<file path="src/rtl/mvsh_pkg.sv">
// Package: shared widths, layout codes and the micro-operation type used by
// every sub-decoder of the move-with-shift decoder.
// Assumes: register indices are 4 bits and shift amounts are 5 bits.
package mvsh_pkg;

    localparam int WORD_W  = 32;
    localparam int HALF_W  = WORD_W / 2;
    localparam int REG_W   = 4;
    localparam int KIND_W  = 2;
    localparam int AMT_W   = 5;
    localparam int COND_W  = 4;

    localparam logic [REG_W-1:0]  REG_PC      = '1;
    localparam logic [COND_W-1:0] COND_NEVER  = '1;
    localparam logic [COND_W-1:0] COND_ALWAYS = 4'b1110;
    localparam logic [KIND_W-1:0] KIND_LSL    = 2'b00;
    localparam logic [KIND_W-1:0] KIND_NONE   = 2'b11;

    // Layout select codes.
    typedef enum logic [1:0] {
        ENC_FIXED  = 2'b00,
        ENC_NARROW = 2'b01,
        ENC_WIDE   = 2'b10,
        ENC_OFF    = 2'b11
    } enc_mode_e;

    // Unified micro-operation produced by every layout decoder.
    typedef struct packed {
        logic              valid;
        logic              unpred;
        logic              setflags;
        logic [COND_W-1:0] cond;
        logic [REG_W-1:0]  dst;
        logic [REG_W-1:0]  src;
        logic [KIND_W-1:0] kind;
        logic [AMT_W-1:0]  amt;
    } uop_t;

    localparam uop_t UOP_IDLE = '0;

endpackage

</file>
<file path="src/rtl/mvsh_fixed_dec.sv">
// Module: decodes the 32-bit fixed-width layout of the move-with-shift family.
// Assumes: the full word is presented. Should-be-zero bits that are set are
// tolerated but flagged as undefined.
module mvsh_fixed_dec
    import mvsh_pkg::*;
#(
    parameter logic [6:0] OPC_MATCH = 7'b0001101
) (
    input  logic [WORD_W-1:0] word,
    output uop_t              uo
);

    logic [COND_W-1:0] cond_f;
    logic              opc_hit;
    logic              form_hit;
    logic              sbz_dirty;

    // Purpose: split out the fields that decide whether the word matches.
    always_comb begin
        cond_f    = word[31:28];
        opc_hit   = (word[27:21] == OPC_MATCH);
        sbz_dirty = |word[19:16];
        form_hit  = opc_hit && !word[4] && (cond_f != COND_NEVER);
    end

    // Purpose: build the micro-operation, or all zeros when the word does not match.
    always_comb begin
        uo = UOP_IDLE;
        if (form_hit) begin
            uo.valid    = 1'b1;
            uo.unpred   = sbz_dirty;
            uo.setflags = word[20];
            uo.cond     = cond_f;
            uo.dst      = word[15:12];
            uo.src      = word[3:0];
            uo.kind     = word[6:5];
            uo.amt      = word[11:7];
        end
    end

    // Purpose: a decoded fixed-width op never carries the reserved condition.
    always_comb begin
        if (uo.valid) begin
            AST_FIXED_COND_NOT_RESERVED: assert (uo.cond != COND_NEVER)
                else $error("fixed decode accepted reserved condition");
        end
    end

endmodule

</file>
<file path="src/rtl/mvsh_narrow_dec.sv">
// Module: decodes both 16-bit compact forms, the high-register move and the
// shifted low-register move.
// Assumes: the halfword is presented in isolation, and the conditional-block
// inputs describe the position of this instruction.
module mvsh_narrow_dec
    import mvsh_pkg::*;
#(
    parameter logic [7:0] HI_MATCH = 8'b0100_0110,
    parameter logic [2:0] SH_MATCH = 3'b000
) (
    input  logic [HALF_W-1:0] half,
    input  logic              in_it,
    input  logic              last_in_it,
    output uop_t              uo
);

    logic              hi_hit;
    logic              sh_hit;
    logic [REG_W-1:0]  hi_dst;
    logic [KIND_W-1:0] sh_op;
    logic [AMT_W-1:0]  sh_imm;

    // Purpose: recognise the two compact forms and extract their key fields.
    always_comb begin
        hi_hit = (half[15:8] == HI_MATCH);
        sh_op  = half[12:11];
        sh_imm = half[10:6];
        sh_hit = (half[15:13] == SH_MATCH) && (sh_op != KIND_NONE);
        hi_dst = {half[7], half[2:0]};
    end

    // Purpose: build the micro-operation for whichever compact form matched.
    always_comb begin
        uo = UOP_IDLE;
        if (hi_hit) begin
            uo.valid    = 1'b1;
            uo.cond     = COND_ALWAYS;
            uo.dst      = hi_dst;
            uo.src      = half[6:3];
            uo.kind     = KIND_LSL;
            uo.amt      = '0;
            uo.setflags = 1'b0;
            uo.unpred   = (hi_dst == REG_PC) && in_it && !last_in_it;
        end else if (sh_hit) begin
            uo.valid    = 1'b1;
            uo.cond     = COND_ALWAYS;
            uo.dst      = {1'b0, half[2:0]};
            uo.src      = {1'b0, half[5:3]};
            uo.kind     = sh_op;
            uo.amt      = sh_imm;
            uo.setflags = !in_it;
            uo.unpred   = (sh_op == KIND_LSL) && (sh_imm == '0) && in_it;
        end
    end

    // Purpose: check the per-form rules for flags and for undefined outcomes.
    always_comb begin
        if (hi_hit) begin
            AST_HIGHREG_KEEPS_FLAGS: assert (!uo.setflags && uo.amt == '0)
                else $error("high-register move altered flags or shift");
            AST_HIGHREG_SAFE_OUTSIDE: assert (in_it || !uo.unpred)
                else $error("high-register move undefined outside a block");
        end
        if (sh_hit && !hi_hit) begin
            AST_SHIFTED_FLAGS_OUTSIDE: assert (uo.setflags != in_it)
                else $error("shifted move flag rule broken");
            AST_SHIFTED_SAFE_OUTSIDE: assert (in_it || !uo.unpred)
                else $error("shifted move undefined outside a block");
        end
    end

endmodule

</file>
<file path="src/rtl/mvsh_wide_dec.sv">
// Module: decodes the 32-bit wide compact layout, with the first halfword in
// bits 31:16.
// Assumes: both halfwords are already joined into one word. Register 15 as
// source or destination is flagged as undefined.
module mvsh_wide_dec
    import mvsh_pkg::*;
#(
    parameter logic [10:0] HEAD_MATCH = 11'b1110_1010_010,
    parameter logic [3:0]  HEAD_TAIL  = 4'b1111
) (
    input  logic [WORD_W-1:0] word,
    output uop_t              uo
);

    logic             head_hit;
    logic [REG_W-1:0] rd_f;
    logic [REG_W-1:0] rm_f;

    // Purpose: match the fixed first halfword and pull out the register fields.
    always_comb begin
        head_hit = (word[31:21] == HEAD_MATCH) && (word[19:16] == HEAD_TAIL);
        rd_f     = word[11:8];
        rm_f     = word[3:0];
    end

    // Purpose: build the micro-operation from the split shift-amount fields.
    always_comb begin
        uo = UOP_IDLE;
        if (head_hit) begin
            uo.valid    = 1'b1;
            uo.cond     = COND_ALWAYS;
            uo.setflags = word[20];
            uo.dst      = rd_f;
            uo.src      = rm_f;
            uo.kind     = word[5:4];
            uo.amt      = {word[14:12], word[7:6]};
            uo.unpred   = (rd_f == REG_PC) || (rm_f == REG_PC) || word[15];
        end
    end

    // Purpose: register 15 at either end of a wide move must be flagged.
    always_comb begin
        if (uo.valid && (uo.dst == REG_PC || uo.src == REG_PC)) begin
            AST_WIDE_PC_FLAGGED: assert (uo.unpred)
                else $error("wide move with register 15 not flagged");
        end
    end

endmodule

</file>
<file path="src/rtl/mvsh_decoder.sv">
// Module: top of the move-with-shift decoder. Runs one sub-decoder per layout
// and forwards the result picked by the layout select.
// Assumes: purely combinational use. In compact mode only bits 15:0 are
// meaningful.
module mvsh_decoder
    import mvsh_pkg::*;
(
    input  logic [1:0]  enc_mode,
    input  logic [31:0] instr_word,
    input  logic        in_it,
    input  logic        last_in_it,
    output logic        valid,
    output logic        unpred,
    output logic        set_flags,
    output logic [3:0]  cond_out,
    output logic [3:0]  dst_idx,
    output logic [3:0]  src_idx,
    output logic [1:0]  shift_kind,
    output logic [4:0]  shift_amt
);

    uop_t uo_fixed;
    uop_t uo_narrow;
    uop_t uo_wide;
    uop_t uo_sel;

    mvsh_fixed_dec u_fixed (
        .word (instr_word),
        .uo   (uo_fixed)
    );

    mvsh_narrow_dec u_narrow (
        .half       (instr_word[HALF_W-1:0]),
        .in_it      (in_it),
        .last_in_it (last_in_it),
        .uo         (uo_narrow)
    );

    mvsh_wide_dec u_wide (
        .word (instr_word),
        .uo   (uo_wide)
    );

    // Purpose: pick the micro-operation of the selected layout.
    always_comb begin
        unique case (enc_mode_e'(enc_mode))
            ENC_FIXED:  uo_sel = uo_fixed;
            ENC_NARROW: uo_sel = uo_narrow;
            ENC_WIDE:   uo_sel = uo_wide;
            default:    uo_sel = UOP_IDLE;
        endcase
    end

    // Purpose: drive the flat output ports from the selected micro-operation.
    always_comb begin
        valid      = uo_sel.valid;
        unpred     = uo_sel.unpred;
        set_flags  = uo_sel.setflags;
        cond_out   = uo_sel.cond;
        dst_idx    = uo_sel.dst;
        src_idx    = uo_sel.src;
        shift_kind = uo_sel.kind;
        shift_amt  = uo_sel.amt;
    end

    // Purpose: port-level consistency between the valid flag and the payload.
    always_comb begin
        if (!valid) begin
            AST_IDLE_OUTPUTS_ZERO: assert (!unpred && !set_flags && cond_out == '0
                                           && dst_idx == '0 && src_idx == '0
                                           && shift_kind == '0 && shift_amt == '0)
                else $error("payload present without valid");
        end
        if (enc_mode == 2'b11) begin
            AST_OFF_MODE_SILENT: assert (!valid)
                else $error("decode produced under the off select");
        end
        if (valid && enc_mode != 2'b00) begin
            AST_COMPACT_COND_ALWAYS: assert (cond_out == COND_ALWAYS)
                else $error("compact op without always condition");
        end
    end

endmodule

</file>
<file path="config.mk">
export PLATFORM = sky130hd
export DESIGN_NAME = mvsh_decoder
export DESIGN_NICKNAME = d
export VERILOG_FILES = /design/src/rtl/mvsh_pkg.sv /design/src/rtl/mvsh_fixed_dec.sv /design/src/rtl/mvsh_narrow_dec.sv /design/src/rtl/mvsh_wide_dec.sv /design/src/rtl/mvsh_decoder.sv
export SDC_FILE = /design/constraint.sdc
export NUM_CORES = 1
export LEC_CHECK = 0
export ABC_CLOCK_PERIOD_IN_PS = 2900
export BUFFER_PORTS_ARGS = -buffer_cell sky130_fd_sc_hd__clkbuf_2
export CORE_MARGIN = 3
export CORE_UTILIZATION = 35
export DETAILED_ROUTE_END_ITERATION = 10
export GPL_ROUTABILITY_DRIVEN = 0
export PLACE_DENSITY = 0.85
export SLEW_MARGIN = 20
export SYNTH_ARGS = -nofsm -noshare
export SYNTH_HDL_FRONTEND = slang
export SYNTH_SLANG_ARGS = --single-unit
</file>
<file path="constraint.sdc">
create_clock -name vclk -period 2.9
set_input_delay 0.58 -clock vclk [all_inputs]
set_output_delay 0.58 -clock vclk [all_outputs]
set_load 0.01 [all_outputs]
</file>
==> out/results.tsv, run 1 <==
metric	value	unit
First-pass DRT Iterations	4	
Crit. End Element	output pin	
Core Util, Final	70.7	%
final worst slack	-18.3	ps
DRC Markers	0	
vias in the first global route	732	
Setup-failing EPs final	8	
top-count cell post-synth	nand2_1	
Final #Nets	173	
outcome	finished, violations left	
WP data required	2320	ps
worst-path maximum fanout	12	
syn_nets	110	
RSZ-0062 raised after global routing	yes	
Clock Buffer Count	0	
area of the core	1200	sq um
Pleak	0.517	nW
initial core utilization	40.2	%
Arr. time, crit path	2340	ps
adder-cell share of the synthesized area	0	%
row cnt	12	
Post-DP HPWL	1.75	mm
width of the die	43.1	um
top cells by area, synth	nand2_1 15%, a22oi_1 12%, a22o_1 11%	
vias per cell	5.81	
worst slack at placement	-42.5	ps
Max-Cap Viols	0	
post-route cell area	850	sq um
setup TNS	-53.8	ps
Routed wire per std cell	13.5	um
Post-CTS Setup Bufs	0	
Distinct cells, synth	35	
IO Pins	58	
post-synth top area cell	nand2_1	
Final Max Slew Viols	0	
Cells after Synth	74	
layout cells sized above 1	54.1	%
Non-Filler Instances	149	
Die ar.	1860	sq um
achievable frequency	343	MHz
Vias	865	
mux contribution to synthesized area	0	%
initial antenna violation count	0	
Placed Area	835	sq um
VDD IR max	46.0	uV
Total GRT Usage	19.8	%
placed insts	149	
sequential cell count	0	
Die Y	43.1	um
cts hold-fix bufs	0	
simple-gate share of the synthesized area	51.8	%
gr ovfl total	0	
1st-iter DRT viols	46	
Startpoint Class	input pin	
antenna viol nets, final	0	
Slew HR	70.2	%
Synth Cell Area	483	sq um
post-synthesis compound-gate area fraction	42.5	%
WL final	2.01	mm
hold crit path type	input pin to output pin	
largest net degree at the start of global routing	15	
min Tclk post-route	2920	ps
Seq/Total Area, Yosys	0	%
failing checks	setup timing	
post-synth top area share	14.8	%
first-pass GRT wire length	3.05	mm
largest family of logic cells by synthesized area	simple AND/OR/NAND/NOR gates	
Slew @ Worst Pin	446	ps
Tcrit/Tclk final	101	%
endpoints failing hold	0	
register area	0	sq um
Synth Area in XOR/XNOR	0	%
Port-buffer cells	58	
synth cell count leaders	19 x nand2_1, 8 x a22oi_1, 6 x a22o_1	
power density over the cells	70.3	nW/um^2
Area growth syn-to-layout	75.9	%
worst setup path class	input pin to output pin	
Avg Inst Size Synth	6.53	sq um
Synth warnings	0	
# diodes	0	
[layer usage]
| layer | up-vias | GRT usage (%) | wire [um] |
|---|---|---|---|
| met5 | - | 0 | 0 |
| met4 | 0 | 0 | 0 |
| met3 | 0 | 0 | 213 |
| met2 | 62 | 34.8 | 984 |
| met1 | 379 | 28.3 | 811 |
| li1 | 424 | - | - |
[worst paths after layout]
check           start            end  slack, ps  cells past startpoint
min    instr_word[30]    cond_out[2]       1460                      3
max       enc_mode[0]  shift_kind[0]        -20                      8
[logic make-up after synthesis]
family | after synthesis
AND/OR/NAND/NOR | 44
AO/OA/AOI/OAI | 25
buffers and inverters | 5
[stage by stage]
stage | power (mW) | hold slack, ps
after floorplan | 0.0133 | 1270
after global placement | 0.0563 | 1460
after detailed placement | 0.0575 | 1460
after CTS | 0.0580 | 1460
after global routing | 0.0653 | 1490
final | 0.0597 | 1460
[cell type report]
type | count | area (sq um)
multi-input cells | 69 | 470
repair buffers | 64 | 354
fillers | 115 | 352
well taps | 14 | 17.5
inverters | 2 | 7.51
[critical path, cell delays in order]
cell     delay (ps)
buf_6            90
or4_4           510
or4_4           510
a21oi_4         200
buf_12          150
a22oi_1          80
nand2_1          90
buf_2           120
[layout by cell type, fill, tap and decap left out, drive strengths merged, types with 3 or more instances in the layout]
cell    count
a22oi       8
buf        23
nand2      19
nand4       4
clkbuf     41
a22o        6
or2         3
a21o        3
[repair_timing]
action / CTS / global route
endpoints found under the setup margin: 13 / 21
gates resized for setup: 1 / 18
pin swaps: 0 / 2
gates cloned: 0 / 0
[power breakdown]
group	total (mW)	internal, mW	switching, mW
clock network	0	0	0
logic	0.0597	0.0291	0.0307
registers	0	0	0
total	0.0597	0.0291	0.0307
(Power assumes the default switching activity.)
==> inputs of run 2 (changes only) <==
--- a/config.mk
+++ b/config.mk
@@ -5,8 +5,9 @@
 export SDC_FILE = /design/constraint.sdc
 export NUM_CORES = 1
 export LEC_CHECK = 0
-export ABC_CLOCK_PERIOD_IN_PS = 2900
+export ABC_CLOCK_PERIOD_IN_PS = 3100
 export BUFFER_PORTS_ARGS = -buffer_cell sky130_fd_sc_hd__clkbuf_2
+export CAP_MARGIN = 10
 export CORE_MARGIN = 3
 export CORE_UTILIZATION = 35
 export DETAILED_ROUTE_END_ITERATION = 10
==> constraint.sdc (replaced) <==
create_clock -name vclk -period 3.1
set_input_delay 0.62 -clock vclk [all_inputs]
set_output_delay 0.62 -clock vclk [all_outputs]
set_load 0.01 [all_outputs]
==> run 2 against run 1 <==
The run now ends clean. Utilization fell by 1.9 points. Final area shrank 2.7%. Final cell count fell by 0.67%. Global-route usage grew 1.3 points. First-iteration DRC count fell by 37%. Hold slack better by 77 ps. Sequential share of layout area is the same. Non-clock buffer count shrank 1. Highest routed layer unchanged.
==> out/results.tsv, run 2 (synthesis results as in run 1) <==
metric	value	unit
outcome	finished, final reports clean	
Max-Cap Viols	0	
Startpoint Class	input pin	
Post-CTS Setup Bufs	0	
final worst slack	73.8	ps
commonest non-fill, non-tap cell in the layout	clkbuf_2	
critical path cell sequence	clkbuf_2 -> or4_1 -> or4_4 -> a21oi_4 -> buf_12 -> a22oi_1 -> nand2_1 -> clkbuf_2	
largest net degree at the start of global routing	15	
Core Util, Final	68.9	%
gr ovfl total	0	
width of the die	43.1	um
Tot Pwr	54.1	uW
CP dominant cell by count	clkbuf_2	
worst slack at placement	85.4	ps
IO Pins	58	
register area	0	sq um
slowest CP cell	or4_1	
DRC Markers	0	
cts hold-fix bufs	0	
vias per cell	5.89	
Slew HR	71.5	%
Tcrit/Tclk final	97.6	%
WP data required	2480	ps
Fillers	114	
setup TNS	0	ps
Routed wire per std cell	13.9	um
worst setup path class	input pin to output pin	
endpoints failing hold	0	
Die Y	43.1	um
Area growth syn-to-layout	71.2	%
initial core utilization	40.2	%
sequential cell count	0	
Setup-failing EPs final	0	
layout cells sized above 1	52.2	%
critical path's largest stage delay	520	ps
achievable frequency	330	MHz
WHS	1540	ps
Arr. time, crit path	2410	ps
RSZ-0062 raised after global routing	yes	
First-pass DRT Iterations	4	
min Tclk post-route	3030	ps
area of the core	1200	sq um
Post-DP HPWL	1.78	mm
power density over the cells	65.4	nW/um^2
row cnt	12	
Final Max Slew Viols	0	
antenna viol nets, final	0	
Crit. End Element	output pin	
Die ar.	1860	sq um
1st-iter DRT viols	29	
vias in the first global route	741	
hold crit path type	input pin to output pin	
most frequent cells in the layout	57 x clkbuf_2, 19 x nand2_1, 8 x a22oi_1	
Slew @ Worst Pin	426	ps
Total GRT Usage	21.1	%
Pleak	0.494	nW
first-pass GRT wire length	3.23	mm
WL final	2.05	mm
Clock Buffer Count	0	
# diodes	0	
worst-path maximum fanout	12	
Vias	872	
Final #Nets	172	
VDD IR max	53.5	uV
Port-buffer cells	58	
initial antenna violation count	0	
## run 2: cell types whose count changed in the layout (fill, tap and decap cells not counted), sizes merged
cell    change
clkbuf     +16
buf        -17
## run 2: metrics by stage
step                      area [sq um]  cells
after floorplan                    483     74
after global routing               827    148
after CTS                          827    148
after detailed placement           827    148
after global placement             827    148
final                              827    148
## run 2: critical path: cells and delay by family
kind / cells / cell delay (ps)
buffers and inverters: 3 / 370
AOI/OAI and AO/OA: 2 / 290
and+or+nand+nor: 3 / 1130
## run 2: routing by layer
metal	GRT usage [%]	wire length (um)	vias up
li1	-	-	423
met1	28.8	815	390
met2	36.9	1010	59
met3	1.27	229	0
met4	1.81	0	0
met5	0	0	-
## run 2: path summary, 6_finish.rpt
path | start | end | slack (ps) | cells after the start
setup / recovery | enc_mode[0] | shift_kind[1] | 70 | 8
hold / removal | instr_word[29] | cond_out[1] | 1540 | 3
## run 2: timing repair
action	in CTS	in global routing
hold endpoints to repair	0	0
setup endpoints to repair	0	2
gates resized for setup	0	1
## run 2: power breakdown
part | total (mW) | switching (mW) | leakage [nW] | internal [mW]
clock network | 0 | 0 | 0 | 0
registers | 0 | 0 | 0 | 0
logic | 0.0541 | 0.0287 | 0.494 | 0.0253
## run 2: layout make-up
cell class / count / area (sq um) / area share (%)
Tap cell: 14 / 17.5 / 2.12
Inverter: 2 / 7.51 / 0.908
Multi-Input combinational cell: 69 / 462 / 55.8
Timing Repair Buffer: 63 / 340 / 41.1
